<file path="config.mk">
export PLATFORM = sky130hd
export DESIGN_NAME = wave_sampler
export DESIGN_NICKNAME = d
export VERILOG_FILES = /design/src/rtl/wse_pkg.sv /design/src/rtl/wse_table.sv /design/src/rtl/wse_cond.sv /design/src/rtl/wse_seq.sv /design/src/rtl/wave_sampler.sv
export SDC_FILE = /design/constraint.sdc
export NUM_CORES = 1
export LEC_CHECK = 0
export ABC_CLOCK_PERIOD_IN_PS = 6600
export BUFFER_PORTS_ARGS = -buffer_cell sky130_fd_sc_hd__buf_4
export CORE_MARGIN = 1
export CORE_UTILIZATION = 60
export DETAILED_ROUTE_END_ITERATION = 7
export PLACE_DENSITY_LB_ADDON = 0.12
export SETUP_SLACK_MARGIN = 0.05
export SLEW_MARGIN = 15
export SYNTH_ARGS = -nofsm -noshare
export SYNTH_HDL_FRONTEND = slang
export SYNTH_HIERARCHICAL = 1
export SYNTH_SLANG_ARGS = --single-unit
</file>
<file path="constraint.sdc">
create_clock -name clk -period 6.6 [get_ports clk]
set_input_delay 0 -clock clk [delete_from_list [all_inputs] [get_ports clk]]
set_output_delay 0 -clock clk [all_outputs]
set_load 0.01 [all_outputs]
</file>
<file path="src/rtl/wse_pkg.sv">
package wse_pkg;
  localparam int ST_W = 3;
  localparam logic [ST_W-1:0] ST_IDLE = 3'd7;

  typedef enum logic [1:0] {
    SEC_LENBR = 2'd0,
    SEC_OPC   = 2'd1,
    SEC_OUT   = 2'd2,
    SEC_LFN   = 2'd3
  } sec_e;

  typedef enum logic [1:0] {
    FN_AND  = 2'd0,
    FN_OR   = 2'd1,
    FN_XOR  = 2'd2,
    FN_ANDN = 2'd3
  } lfn_e;

  function automatic logic apply_fn(lfn_e fn, logic a, logic b);
    case (fn)
      FN_AND:  return a & b;
      FN_OR:   return a | b;
      FN_XOR:  return a ^ b;
      default: return a & ~b;
    endcase
  endfunction
endpackage

</file>
<file path="src/rtl/wse_table.sv">
module wse_table
  import wse_pkg::*;
#(
  parameter int WAVES  = 4,
  parameter int WAVE_W = 2,
  localparam int ADDR_W = WAVE_W + 5,
  localparam int DEPTH  = WAVES * 32
) (
  input  logic              clk,
  input  logic              rst_n,
  input  logic              we,
  input  logic [ADDR_W-1:0] waddr,
  input  logic [7:0]        wdata,
  input  logic [WAVE_W-1:0] rwave,
  input  logic [ST_W-1:0]   rstate,
  output logic [7:0]        len_br,
  output logic [1:0]        opc,
  output logic [7:0]        lfn
);
  logic [7:0] mem [DEPTH];

  function automatic logic [ADDR_W-1:0] idx(logic [WAVE_W-1:0] w, sec_e s,
                                            logic [ST_W-1:0] st);
    return {w, s, st};
  endfunction

  always_ff @(posedge clk) begin
    if (!rst_n) begin
      for (int i = 0; i < DEPTH; i++) mem[i] <= '0;
    end else if (we && (32'(waddr) < DEPTH)) begin
      mem[waddr] <= wdata;
    end
  end

  logic [7:0] op_byte;
  always_comb begin
    len_br  = mem[idx(rwave, SEC_LENBR, rstate)];
    op_byte = mem[idx(rwave, SEC_OPC, rstate)];
    lfn     = mem[idx(rwave, SEC_LFN, rstate)];
    opc     = op_byte[1:0];
  end
endmodule

</file>
<file path="src/rtl/wse_cond.sv">
module wse_cond
  import wse_pkg::*;
#(
  parameter int NCOND = 6
) (
  input  logic [7:0]       lfn,
  input  logic [NCOND-1:0] cond_in,
  input  logic             flag_sel,
  input  logic             fifo_full,
  input  logic             fifo_empty,
  output logic             result
);
  logic [7:0] src;

  for (genvar i = 0; i < 6; i++) begin : g_src
    if (i < NCOND) begin : g_pin
      assign src[i] = cond_in[i];
    end else begin : g_zero
      assign src[i] = 1'b0;
    end
  end
  assign src[6] = flag_sel ? fifo_empty : fifo_full;
  assign src[7] = 1'b1;

  assign result = apply_fn(lfn_e'(lfn[7:6]), src[lfn[5:3]], src[lfn[2:0]]);
endmodule

</file>
<file path="src/rtl/wse_seq.sv">
module wse_seq
  import wse_pkg::*;
#(
  parameter int WAVE_W = 2
) (
  input  logic              clk,
  input  logic              rst_n,
  input  logic              trig,
  input  logic [WAVE_W-1:0] wave_sel,
  input  logic              abort,
  input  logic              fifo_full,
  input  logic [7:0]        len_br,
  input  logic [1:0]        opc,
  input  logic              cond_res,
  output logic [ST_W-1:0]   cur,
  output logic [WAVE_W-1:0] wave,
  output logic              idle,
  output logic              smp_valid
);
  logic [7:0] cnt;
  logic       rep_ph;
  logic       is_dec, is_smp, last_cyc;

  assign idle      = (cur == ST_IDLE);
  assign is_dec    = opc[0];
  assign is_smp    = opc[1];
  assign last_cyc  = (cnt == len_br - 8'd1);
  assign smp_valid = !idle && is_smp && !fifo_full && !abort;

  always_ff @(posedge clk) begin
    if (!rst_n) begin
      cur    <= ST_IDLE;
      wave   <= '0;
      cnt    <= '0;
      rep_ph <= 1'b0;
    end else if (abort) begin
      cur    <= ST_IDLE;
      cnt    <= '0;
      rep_ph <= 1'b0;
    end else if (idle) begin
      cnt    <= '0;
      rep_ph <= 1'b0;
      if (trig) begin
        cur  <= '0;
        wave <= wave_sel;
      end
    end else if (is_dec) begin
      cnt <= '0;
      if (len_br[7] && !rep_ph) begin
        rep_ph <= 1'b1;
      end else begin
        rep_ph <= 1'b0;
        cur    <= cond_res ? len_br[5:3] : len_br[2:0];
      end
    end else begin
      rep_ph <= 1'b0;
      if (last_cyc) begin
        cnt <= '0;
        cur <= cur + 3'd1;
      end else begin
        cnt <= cnt + 8'd1;
      end
    end
  end

  AST_ABORT_IDLE: assert property (@(posedge clk) disable iff (!rst_n)
    abort |=> idle);
  AST_TRIG_START: assert property (@(posedge clk) disable iff (!rst_n)
    (idle && trig && !abort) |=> (cur == 3'd0));
  AST_NO_OVERFLOW: assert property (@(posedge clk) disable iff (!rst_n)
    smp_valid |-> !fifo_full);
  AST_IDLE_QUIET: assert property (@(posedge clk) disable iff (!rst_n)
    idle |-> !smp_valid);
  AST_REPEAT_ONCE: assert property (@(posedge clk) disable iff (!rst_n)
    rep_ph |=> !rep_ph);
endmodule

</file>
<file path="src/rtl/wave_sampler.sv">
module wave_sampler
  import wse_pkg::*;
#(
  parameter int WAVES  = 4,
  parameter int DATA_W = 8,
  parameter int NCOND  = 6,
  localparam int WAVE_W = (WAVES > 1) ? $clog2(WAVES) : 1,
  localparam int ADDR_W = WAVE_W + 5
) (
  input  logic              clk,
  input  logic              rst_n,
  input  logic              tbl_we,
  input  logic [ADDR_W-1:0] tbl_addr,
  input  logic [7:0]        tbl_wdata,
  input  logic              trig,
  input  logic [WAVE_W-1:0] wave_sel,
  input  logic              abort,
  input  logic              flag_sel,
  input  logic              fifo_full,
  input  logic              fifo_empty,
  input  logic [NCOND-1:0]  cond_in,
  input  logic [DATA_W-1:0] din,
  output logic              smp_valid,
  output logic [DATA_W-1:0] smp_data,
  output logic              idle
);
  logic [ST_W-1:0]   cur;
  logic [WAVE_W-1:0] wave;
  logic [7:0]        len_br, lfn;
  logic [1:0]        opc;
  logic              cond_res;

  wse_table #(.WAVES(WAVES), .WAVE_W(WAVE_W)) i_table (
    .clk    (clk),
    .rst_n  (rst_n),
    .we     (tbl_we),
    .waddr  (tbl_addr),
    .wdata  (tbl_wdata),
    .rwave  (wave),
    .rstate (cur),
    .len_br (len_br),
    .opc    (opc),
    .lfn    (lfn)
  );

  wse_cond #(.NCOND(NCOND)) i_cond (
    .lfn        (lfn),
    .cond_in    (cond_in),
    .flag_sel   (flag_sel),
    .fifo_full  (fifo_full),
    .fifo_empty (fifo_empty),
    .result     (cond_res)
  );

  wse_seq #(.WAVE_W(WAVE_W)) i_seq (
    .clk       (clk),
    .rst_n     (rst_n),
    .trig      (trig),
    .wave_sel  (wave_sel),
    .abort     (abort),
    .fifo_full (fifo_full),
    .len_br    (len_br),
    .opc       (opc),
    .cond_res  (cond_res),
    .cur       (cur),
    .wave      (wave),
    .idle      (idle),
    .smp_valid (smp_valid)
  );

  assign smp_data = din;
endmodule

</file>
==> results of run 1 <==
-- placed cells by master, fill, tap and decap left out, types with 42 or more instances in the layout --
cell type	count
nand2_1	123
a21oi_1	42
and3_1	66
and2_1	513
edfxtp_1	576
a22oi_1	72
clkbuf_16	62
nand3_1	47
buf_4	51
nor2_1	72
mux2i_1	292
-- final cells by class --
cell class	count	area, µm²	area share (%)
multi-input cells	1491	10200	32.9
diodes	1	2.50	0.00807
flip-flops and latches	590	17600	56.7
inverters	5	18.8	0.0605
repair buffers	59	473	1.53
well taps	607	759	2.45
clock inverters	33	284	0.916
clock buffers	79	1680	5.40
-- sequential cells by signal, indices dropped and copies added (netlist names) --
signal	cells
i_seq/wave	2
i_table/mem	576
i_seq/rep_ph	1
i_seq/cnt	8
i_seq/cur	3
-- where the power goes --
part	internal, mW	switching (mW)
Combinational	0.559	0.976
Clock	1.97	1.39
Sequential	4.30	0.0899
Total	6.82	2.46
-- cells by family (layout without fill, tap and decap cells) --
kind of cell | after synthesis | after routing | synth area share [%]
and+or+nand+nor | 921 | 921 | 18.3
DFF | 590 | 590 | 61.4
muxes | 297 | 297 | 10.5
AOI/OAI and AO/OA | 249 | 249 | 5.75
buffers and inverters | 199 | 176 | 3.13
xor gates and xnor gates | 16 | 16 | 0.538
adders and majority gates | 8 | 8 | 0.350
other | 0 | 1 | 0
-- worst reg2reg max path: cells and delay by family (launching register included) --
| family | cells | cell delay [ns] |
|---|---|---|
| DFF | 1 | 0.79 |
| buffers and inverters | 1 | 0.47 |
| muxes | 3 | 0.84 |
| adders and majority gates | 1 | 0.17 |
| AOI/OAI and AO/OA | 8 | 1.33 |
| and+or+nand+nor | 6 | 1.13 |
-- worst min path at each step --
stage               from           to  depth (start not counted)
2_1_floorplan  fifo_full    smp_valid                          1
3_3_place_gp      din[4]  smp_data[4]                          0
3_5_place_dp      din[4]  smp_data[4]                          0
4_1_cts           din[4]  smp_data[4]                          0
5_1_grt           din[7]  smp_data[7]                          0
6_report          din[4]  smp_data[4]                          0
-- per-stage QoR --
step	hold slack [ns]	utilization (%)
global placement	0.0000686	61.9
detailed placement	0.0000686	61.9
global route	0.0000717	66.3
finish	0.0000219	66.3
CTS	0.0000686	66.2
floorplan	0.0504	-
-- per-layer routing --
metal | wire, µm | share of wire, %
met2 | 31700 | 46
met1 | 29800 | 44
met5 | 0 | 0
met4 | 1760 | 2.6
met3 | 5160 | 7.5
==> metrics.md, run 1 <==
| Metric | Value |
|---|---|
| WP depth | 19 |
| Largest net degree at the start of global routing | 97 |
| Layout cells sized above 1 | 7.93% |
| Root Driver | clkbuf_16 |
| Mapped cell area | 28600 µm² |
| Violated checks | DRC |
| CP required | 7.10 ns |
| Asr flop ratio synth | 0% |
| R2r endpoint | i_seq/cur[0] |
| Final instance area | 31000 µm² |
| PortBufs | 32 |
| Sequential area share after synthesis | 61.4% |
| Post-CTS setup buffers | 0 |
| Routability cong. | 0.878 |
| Post-DP HPWL | 42500 µm |
| Worst-skew pair later-pin latency | 0.63 ns |
| Num rows | 79 |
| Number of gates resized after CTS | 0 |
| Vias | 17730 |
| RSZ-0062 raised after global routing | no |
| CP startpoint kind | register |
| Drt first pass iters | 7 |
| Clock Tree Buf Depth | 3 |
| Max Cap Viol | 0 |
| M2 GR Usage | 44.4% |
| Number of routed nets with antenna violations | 0 |
| Syn Inst Count | 2280 |
| Yosys Warn Count | 6 |
| Die ar. | 48600 µm² |
| Initial Util | 61.2% |
| Gr usage total | 28.5% |
| Final setup viols | 0 |
| DRC | 5 |
| Final Non-Filler Cells | 2865 |
| Total power | 9.28 mW |
| Met1 Usage GRT | 41.0% |
| Status | finished, violations left |
| Initial antenna violation count | 3 |
| Critical path capture point type | register |
| P&R area growth vs syn | 8.38% |
| Area leader, netlist | edfxtp_1 |
| Most frequent cells after synthesis | edfxtp_1 (576), and2_1 (514), mux2i_1 (292), nand2_1 (123), clkbuf_1 (118) |
| WS Path Type | register to register |
| Vias in the first global route | 17146 |
| Slew Limit Fails | 0 |
| WL final | 68400 µm |
| Flop-to-flop setup slack | 1.75 ns |
| Placed Cells | 2745 |
| Final hold viol count | 0 |
| Minimum clock period | 4.85 ns |
| Leak pwr | 12.5 nW |
| HP Class | primary input to primary output |
| Worst-margin pin slew | 1.23 ns |
| CP bufs+invs | 1 |
| Routed len/inst | 23.9 µm |
| Most common cell in the netlist | edfxtp_1 |
| TritonCTS Sinks | 590 |
| Global-route wire length before repair | 102000 µm |
| Critical path's largest stage delay | 0.79 ns |
| Iter 0 DRT Violations | 1575 |
| Reg clk slew, reported paths | 0.06 ns |
| CP endpoint | i_seq/cur[0] |
| Global routing's busiest layer | met2 |
| Power per cell area | 299 nW/µm² |
| Post-synth EDFFs | 576 |
| Filler instances | 3366 |
| Crit share post-route | 73.5% |
| Worst R2R Start | i_seq/cur[1] |
| Clk_skew | 0.0195 ns |
| Hold Buf Count CTS | 7 |
| Die Ht | 220 µm |
| IO Pins | 49 |
| Synthesized area per cell | 12.5 µm² |
| Worst EP arrival | 5.35 ns |
| Final nets | 2254 |
| Worst relative slew slack | 17.3% |
| CP top delay family | compound AO/OA/AOI/OAI gates |
| CP max-delay cell | dfxtp_4 |
| TritonCTS clock tree | done |
| FF+latch count, synth | 590 |
| Met3 Use GR | 5.00% |
| Post-synth top area share | 60.5% |
| Main synth FF type | edfxtp_1 |
| H-tree Lvls | 2 |
| Fmax | 0.206 GHz |
| Setup_tns | 0 ns |
| Placement-stage cell area | 28900 µm² |
| Worst Setup SP | i_seq/cur[1] |
| Core Box Area | 46800 µm² |
| Pre-CTS WS | 1.77 ns |
| Post-route worst setup slack | 1.75 ns |
| Worst-path fanout max | 37 |
| Vias/cell | 6.19 |
| TritonCTS Buffers | 60 |
| Yosys cell types | 56 |
| Worst r2r path cells | 19 |
| Syn_nets | 2327 |
| Worst path cell trace | buf_4 > mux2i_1 > a22o_1 > nor3_1 > a31oi_1 > nand3_1 > mux2_1 > o221ai_1 > and2_2 > ha_1 > nor2b_1 > a21oi_1 > a32o_1 > nor3_1 > mux2i_1 > nand2_1 > o21ai_0 > a21oi_1 > a2111o_1 |
| Peak supply drop | 0.214 mV |
| Die W | 220 µm |
| Grt ovf | 0 |
| Top cells by area, synth | edfxtp_1 (60%), and2_1 (11%), mux2i_1 (10%), a22oi_1 (1.9%), nand2_1 (1.6%) |
Power figures use the tool's default switching activity.
==> inputs of run 2 (changes only) <==
- ABC_CLOCK_PERIOD_IN_PS: 6600 -> 4590
- clock period: 6.6 -> 4.59 ns (I/O delays scaled with it)
==> metrics.md, run 2 (same netlist as run 1, synthesis figures left out) <==
| Metric | Value |
|---|---|
| Status | finished, violations left (unchanged) |
| Violated checks | DRC (unchanged) |
| Clock power share | 34.8% (was 36.2%) |
| Clock Tree Buf Depth | 3 (unchanged) |
| Power per cell area | 423 nW/µm² (was 299 nW/µm²) |
| Int Power | 9.65 mW (was 6.82 mW) |
| Gr usage total | 28.6% (was 28.5%) |
| Routability cong. | 0.940 (was 0.878) |
| WL final | 68200 µm (was 68400 µm) |
| Flop pwr share | 47.7% (was 47.3%) |
| Final nets | 2280 (was 2254) |
| CP required | 5.09 ns (was 7.10 ns) |
| Critical path's largest stage delay | 0.56 ns (was 0.79 ns) |
| Minimum clock period | 4.32 ns (was 4.85 ns) |
| Total power | 13.2 mW (was 9.28 mW) |
| Peak supply drop | 0.337 mV (was 0.214 mV) |
| Final Non-Filler Cells | 2888 (was 2865) |
| Initial Util | 61.2% (unchanged) |
| Number of routed nets with antenna violations | 0 (unchanged) |
| Critical path capture point type | register (unchanged) |
| Final setup viols | 0 (unchanged) |
| Slew Limit Fails | 0 (unchanged) |
| Setup_tns | 0 ns (unchanged) |
| Comb pwr share | 17.5% (was 16.5%) |
| Core Box Area | 46800 µm² (unchanged) |
| Number of gates resized after CTS | 0 (unchanged) |
| Global-route wire length before repair | 103000 µm (was 102000 µm) |
| TritonCTS Sinks | 590 (unchanged) |
| Worst EP arrival | 4.82 ns (was 5.35 ns) |
| Num rows | 79 (unchanged) |
| Max reg flops | 576 (unchanged) |
| Initial antenna violation count | 1 (was 3) |
| Clk_skew | 0.0137 ns (was 0.0195 ns) |
| Biggest regs | i_table/mem: 576 flops, i_seq/cnt: 8 flops, i_seq/cur: 3 flops (unchanged) |
| Largest net degree at the start of global routing | 97 (unchanged) |
| Post-DP HPWL | 42600 µm (was 42500 µm) |
| Max Cap Viol | 0 (unchanged) |
| Die Ht | 220 µm (unchanged) |
| Vias in the first global route | 17181 (was 17146) |
| Pre-CTS WS | 0.243 ns (was 1.77 ns) |
| HP Class | primary input to primary output (unchanged) |
| Die W | 220 µm (unchanged) |
| CP max-delay cell | dfxtp_4 (unchanged) |
| PortBufs | 32 (unchanged) |
| Top reg by flops | i_table/mem (unchanged) |
| P&R area growth vs syn | 8.93% (was 8.38%) |
| TritonCTS Buffers | 60 (unchanged) |
| FF/Latch Area | 17600 µm² (unchanged) |
| Post-route worst setup slack | 0.271 ns (was 1.75 ns) |
| Switching Share | 26.8% (was 26.5%) |
| Placed Cells | 2764 (was 2745) |
| Vias/cell | 6.11 (was 6.19) |
| Worst-path fanout max | 67 (was 37) |
| Post-Route Utilization | 66.7% (was 66.3%) |
| Leak pwr | 12.6 nW (was 12.5 nW) |
| Worst relative slew slack | 21.8% (was 17.3%) |
| Routed len/inst | 23.6 µm (was 23.9 µm) |
| Net Switching | 3.54 mW (was 2.46 mW) |
| Reg clk slew, reported paths | 0.06 ns (about the same) |
| Commonest non-fill, non-tap cell in the layout | edfxtp_1 (unchanged) |
| DRC | 5 (unchanged) |
| Final hold viol count | 0 (unchanged) |
| Layout cells sized above 1 | 8.73% (was 7.93%) |
| Root Driver | clkbuf_16 (unchanged) |
| Commonest non-fill, non-tap cells in the layout | edfxtp_1 (576), and2_1 (513), mux2i_1 (292) (unchanged) |
| Drt first pass iters | 7 (unchanged) |
| Crit share post-route | 94.1% (was 73.5%) |
| TritonCTS clock tree | done (unchanged) |
| Filler instances | 3394 (was 3366) |
| Fmax | 0.232 GHz (was 0.206 GHz) |
| Multi-input gate area | 10200 µm² (about the same) |
| IO Pins | 49 (unchanged) |
| CP dominant cell by count | a31oi_1 |
| Grt ovf | 0 (unchanged) |
| Worst-margin pin slew | 1.16 ns (was 1.23 ns) |
| Vias | 17646 (was 17730) |
| H-tree Lvls | 2 (unchanged) |
| Iter 0 DRT Violations | 1753 (was 1575) |
| Die ar. | 48600 µm² (unchanged) |
| RSZ-0062 raised after global routing | no (unchanged) |
| WS Path Type | register to register (unchanged) |
| Worst-skew pair later-pin latency | 0.62 ns (was 0.63 ns) |
| Worst path cell trace | buf_12 > buf_4 > mux2i_1 > a22oi_1 > a31oi_1 > nand3_1 > inv_1 > ha_1 > xnor2_1 > a311o_1 > a211oi_2 > and2_1 > a31oi_1 > a2111o_1 (was buf_4 > mux2i_1 > a22o_1 > nor3_1 > a31oi_1 > nand3_1 > mux2_1 > o221ai_1 > and2_2 > ha_1 > nor2b_1 > a21oi_1 > a32o_1 > nor3_1 > mux2i_1 > nand2_1 > o21ai_0 > a21oi_1 > a2111o_1) |
| CP startpoint kind | register (unchanged) |
-- run 2: timing repair --
item / in CTS / in global routing
setup buffers: 0 / 7
hold endpoints to repair: 38 / 0
endpoints found under the setup margin: 0 / 8
hold buffers: 7 / 0
-- run 2: path summary, 6_finish.rpt --
| kind | start | end | slack (ns) | depth (start not counted) |
|---|---|---|---|---|
| worst min register to register | i_seq/rep_ph | i_seq/rep_ph | 0.50 | 3 |
| worst max-delay path | i_seq/cur[1] | i_seq/cur[0] | 0.27 | 14 |
| worst max register to register | i_seq/cur[1] | i_seq/cur[0] | 0.27 | 14 |
| worst min-delay path | din[4] | smp_data[4] | 0.00002 | 0 |
-- run 2: power groups by stage --
stage / Sequential, mW / Clock (mW) / Combinational [mW]
finish: 6.29 / 4.59 / 2.30
global route: 6.32 / 4.87 / 2.46
CTS: 6.30 / 4.67 / 2.23
detailed placement: 6.41 / 0 / 2.22
global placement: 6.41 / 0 / 2.18
floorplan: 6.34 / 0 / 1.60
-- run 2: routing by layer --
metal	GRT usage [%]	vias to the layer above	wire length [µm]
met5	0	-	0
met4	8.53	0	1610
met3	4.76	102	5100
met2	45.1	632	31600
met1	41.0	8764	29900
li1	-	8148	-
-- run 2: critical path, delay by kind of cell, from the launching register on --
| family | cells | cell delay (ns) |
|---|---|---|
| buf+inv | 3 | 0.98 |
| flops | 1 | 0.56 |
| xor+xnor | 1 | 0.14 |
| compound gates | 6 | 1.53 |
| mux | 1 | 0.25 |
| simple gates | 2 | 0.40 |
| fa+ha+maj | 1 | 0.25 |
-- run 2: final cells by class --
type	instances	area share, %
Sequential cell	590	56.4
Clock inverter	36	0.827
Tap cell	607	2.44
Inverter	5	0.0602
Multi-Input combinational cell	1491	32.7
Timing Repair Buffer	85	2.49
Clock buffer	73	5.04
Antenna cell	1	0.00803
-- run 2: metrics by stage --
stage | hold WS [ns] | area [µm²]
finish | 0.0000219 | 31200
global route | 0.0000717 | 31200
CTS | 0.0000686 | 31100
detailed placement | 0.0000686 | 29200
global placement | 0.0000686 | 29200
floorplan | 0.0504 | 28600
==> inputs of run 3 (changes only) <==
- PLACE_DENSITY: default -> 0.77
- PLACE_DENSITY_LB_ADDON: 0.12 -> default
==> metrics.md, run 3 (same netlist as run 1, synthesis figures left out) <==
| Metric | Value |
|---|---|
| Status | finished, violations left (unchanged) |
| Violated checks | DRC (unchanged) |
| Clk_skew | 0.0224 ns (was 0.0137 ns) |
| TritonCTS Sinks | 590 (unchanged) |
| Initial Util | 61.2% (unchanged) |
| TritonCTS Buffers | 58 (was 60) |
| Number of routed nets with antenna violations | 0 (unchanged) |
| Routability cong. | 0.947 (was 0.940) |
| Layout cells sized above 1 | 8.85% (was 8.73%) |
| Die ar. | 48600 µm² (unchanged) |
| Root Driver | clkbuf_16 (unchanged) |
| Hold Path End | smp_data[7] (was smp_data[4]) |
| WL final | 69600 µm (was 68200 µm) |
| Largest net degree at the start of global routing | 97 (unchanged) |
| Vias/cell | 6.20 (was 6.11) |
| Num rows | 79 (unchanged) |
| R2r endpoint | i_seq/cur[0] (unchanged) |
| Worst EP arrival | 4.78 ns (was 4.82 ns) |
| Worst path cell trace | and2_2 > a22o_1 > nor3_1 > a31oi_1 > nand3_1 > mux2_1 > o221ai_1 > and2_2 > ha_1 > a21oi_1 > a32o_1 > nor3_1 > buf_4 > mux2i_1 > nand2_1 > o21ai_0 > a21oi_1 > a2111o_1 (was buf_12 > buf_4 > mux2i_1 > a22oi_1 > a31oi_1 > nand3_1 > inv_1 > ha_1 > xnor2_1 > a311o_1 > a211oi_2 > and2_1 > a31oi_1 > a2111o_1) |
| Global-route wire length before repair | 105000 µm (was 103000 µm) |
| Clock Tree Buf Depth | 3 (unchanged) |
| RSZ-0062 raised after global routing | no (unchanged) |
| Reg clk slew, reported paths | 0.07 ns (was 0.06 ns) |
| Worst Hold Launch | din[7] (was din[4]) |
| P&R area growth vs syn | 9.24% (was 8.93%) |
| Number of gates resized after CTS | 0 (unchanged) |
| Worst relative slew slack | 19.7% (was 21.8%) |
| Worst-skew pair later-pin latency | 0.63 ns (was 0.62 ns) |
| Post-DP HPWL | 44200 µm (was 42600 µm) |
| Worst Setup SP | i_seq/cur[0] (was i_seq/cur[1]) |
| Gr usage total | 29.1% (was 28.6%) |
| Filler instances | 3288 (was 3394) |
| CP required | 5.10 ns (was 5.09 ns) |
| Worst-margin pin slew | 1.19 ns (was 1.16 ns) |
| Slew Limit Fails | 0 (unchanged) |
| Critical path capture point type | register (unchanged) |
| Setup_tns | 0 ns (unchanged) |
| Fmax | 0.235 GHz (was 0.232 GHz) |
| Vias in the first global route | 17827 (was 17181) |
| Power per cell area | 429 nW/µm² (was 423 nW/µm²) |
| Max Cap Viol | 0 (unchanged) |
| Die Ht | 220 µm (unchanged) |
| Die W | 220 µm (unchanged) |
| Vias | 17949 (was 17646) |
| Worst r2r path cells | 18 (was 14) |
| Flop-to-flop setup slack | 0.33 ns (was 0.27 ns) |
| Total power | 13.4 mW (was 13.2 mW) |
| WS Path Type | register to register (unchanged) |
| Leak pwr | 12.7 nW (was 12.6 nW) |
| Worst-path fanout max | 23 (was 67) |
| PortBufs | 32 (unchanged) |
| Commonest non-fill, non-tap cell in the layout | edfxtp_1 (unchanged) |
| CP max-delay cell | and2_2 (was dfxtp_4) |
| IO Pins | 49 (unchanged) |
| Commonest non-fill, non-tap cells in the layout | edfxtp_1 (576), and2_1 (513), mux2i_1 (292) (unchanged) |
| Crit share post-route | 92.9% (was 94.1%) |
| Max reg flops | 576 (unchanged) |
| Hold path depth | 0 (unchanged) |
| Final hold viol count | 0 (unchanged) |
| Final setup viols | 0 (unchanged) |
| Critical path's largest stage delay | 0.62 ns (was 0.56 ns) |
| Post-CTS setup buffers | 0 (unchanged) |
| Core Box Area | 46800 µm² (unchanged) |
| Initial antenna violation count | 6 (was 1) |
| H-tree Lvls | 2 (unchanged) |
| Final nets | 2285 (was 2280) |
| Peak supply drop | 0.276 mV (was 0.337 mV) |
| HP Class | primary input to primary output (unchanged) |
| DRC | 8 (was 5) |
| Grt ovf | 0 (unchanged) |
| Top reg by flops | i_table/mem (unchanged) |
| Minimum clock period | 4.26 ns (was 4.32 ns) |
| CP startpoint kind | register (unchanged) |
| Iter 0 DRT Violations | 2116 (was 1753) |
| Biggest regs | i_table/mem: 576 flops, i_seq/cnt: 8 flops, i_seq/cur: 3 flops (unchanged) |
| Hold Buf Count CTS | 6 (was 7) |
| Routed len/inst | 24.0 µm (was 23.6 µm) |
| Worst R2R Start | i_seq/cur[0] (was i_seq/cur[1]) |
| TritonCTS clock tree | done (unchanged) |
| Drt first pass iters | 8 (was 7) |
[run 3: worst max-delay path by stage]
| stage | cells after the start | end | slack (ns) |
|---|---|---|---|
| after floorplan | 20 | i_seq/cur[0] | 0.73 |
| after global placement | 18 | i_seq/cur[0] | 0.45 |
| after detailed placement | 18 | i_seq/cur[0] | 0.39 |
| after CTS | 18 | i_seq/cur[0] | 0.35 |
| after global routing | 19 | i_seq/cur[0] | 0.08 |
| final | 18 | i_seq/cur[0] | 0.33 |
[run 3: layout make-up]
cell class	instances	area (µm²)	share of cell area, %
sequential	590	17600	56.3
clock inverter	39	394	1.26
multi-input combinational	1491	10200	32.6
antenna	5	12.5	0.0400
tap	607	759	2.43
clock buffer	66	1500	4.81
timing repair buffer	92	793	2.54
inverter	5	18.8	0.0601
[run 3: where the power goes]
part / total, mW / internal (mW) / switching [mW]
clock network: 4.78 / 2.78 / 2.00
logic: 2.36 / 0.900 / 1.46
registers: 6.28 / 6.18 / 0.106
total: 13.4 / 9.86 / 3.56
[run 3: per-stage QoR]
step	util, %	cell area (µm²)	hold slack, ns	setup slack [ns]	instances
4_1_cts	66.8	31200	0.0000686	0.355	2890
3_5_place_dp	62.6	29300	0.0000686	0.393	2779
6_report	66.8	31300	0.0000219	0.326	2895
2_1_floorplan	-	28600	0.0504	0.732	2280
5_1_grt	66.8	31200	0.0000600	0.0848	2894
3_3_place_gp	62.6	29300	0.0000686	0.455	2779
[run 3: critical path, delay by kind of cell, from the launching register on]
kind / cells / cell delay, ns
simple gates: 6 / 1.26
buf+inv: 1 / 0.19
flops: 1 / 0.54
mux: 2 / 0.59
fa+ha+maj: 1 / 0.12
compound gates: 8 / 1.44
[run 3: layer usage]
metal	GRT usage [%]	vias up	share of wire [%]
li1	-	8170	-
met1	38.4	8805	40
met3	6.17	166	9.2
met4	11.5	2	3.7
met5	0	-	0.017
met2	47.2	806	47
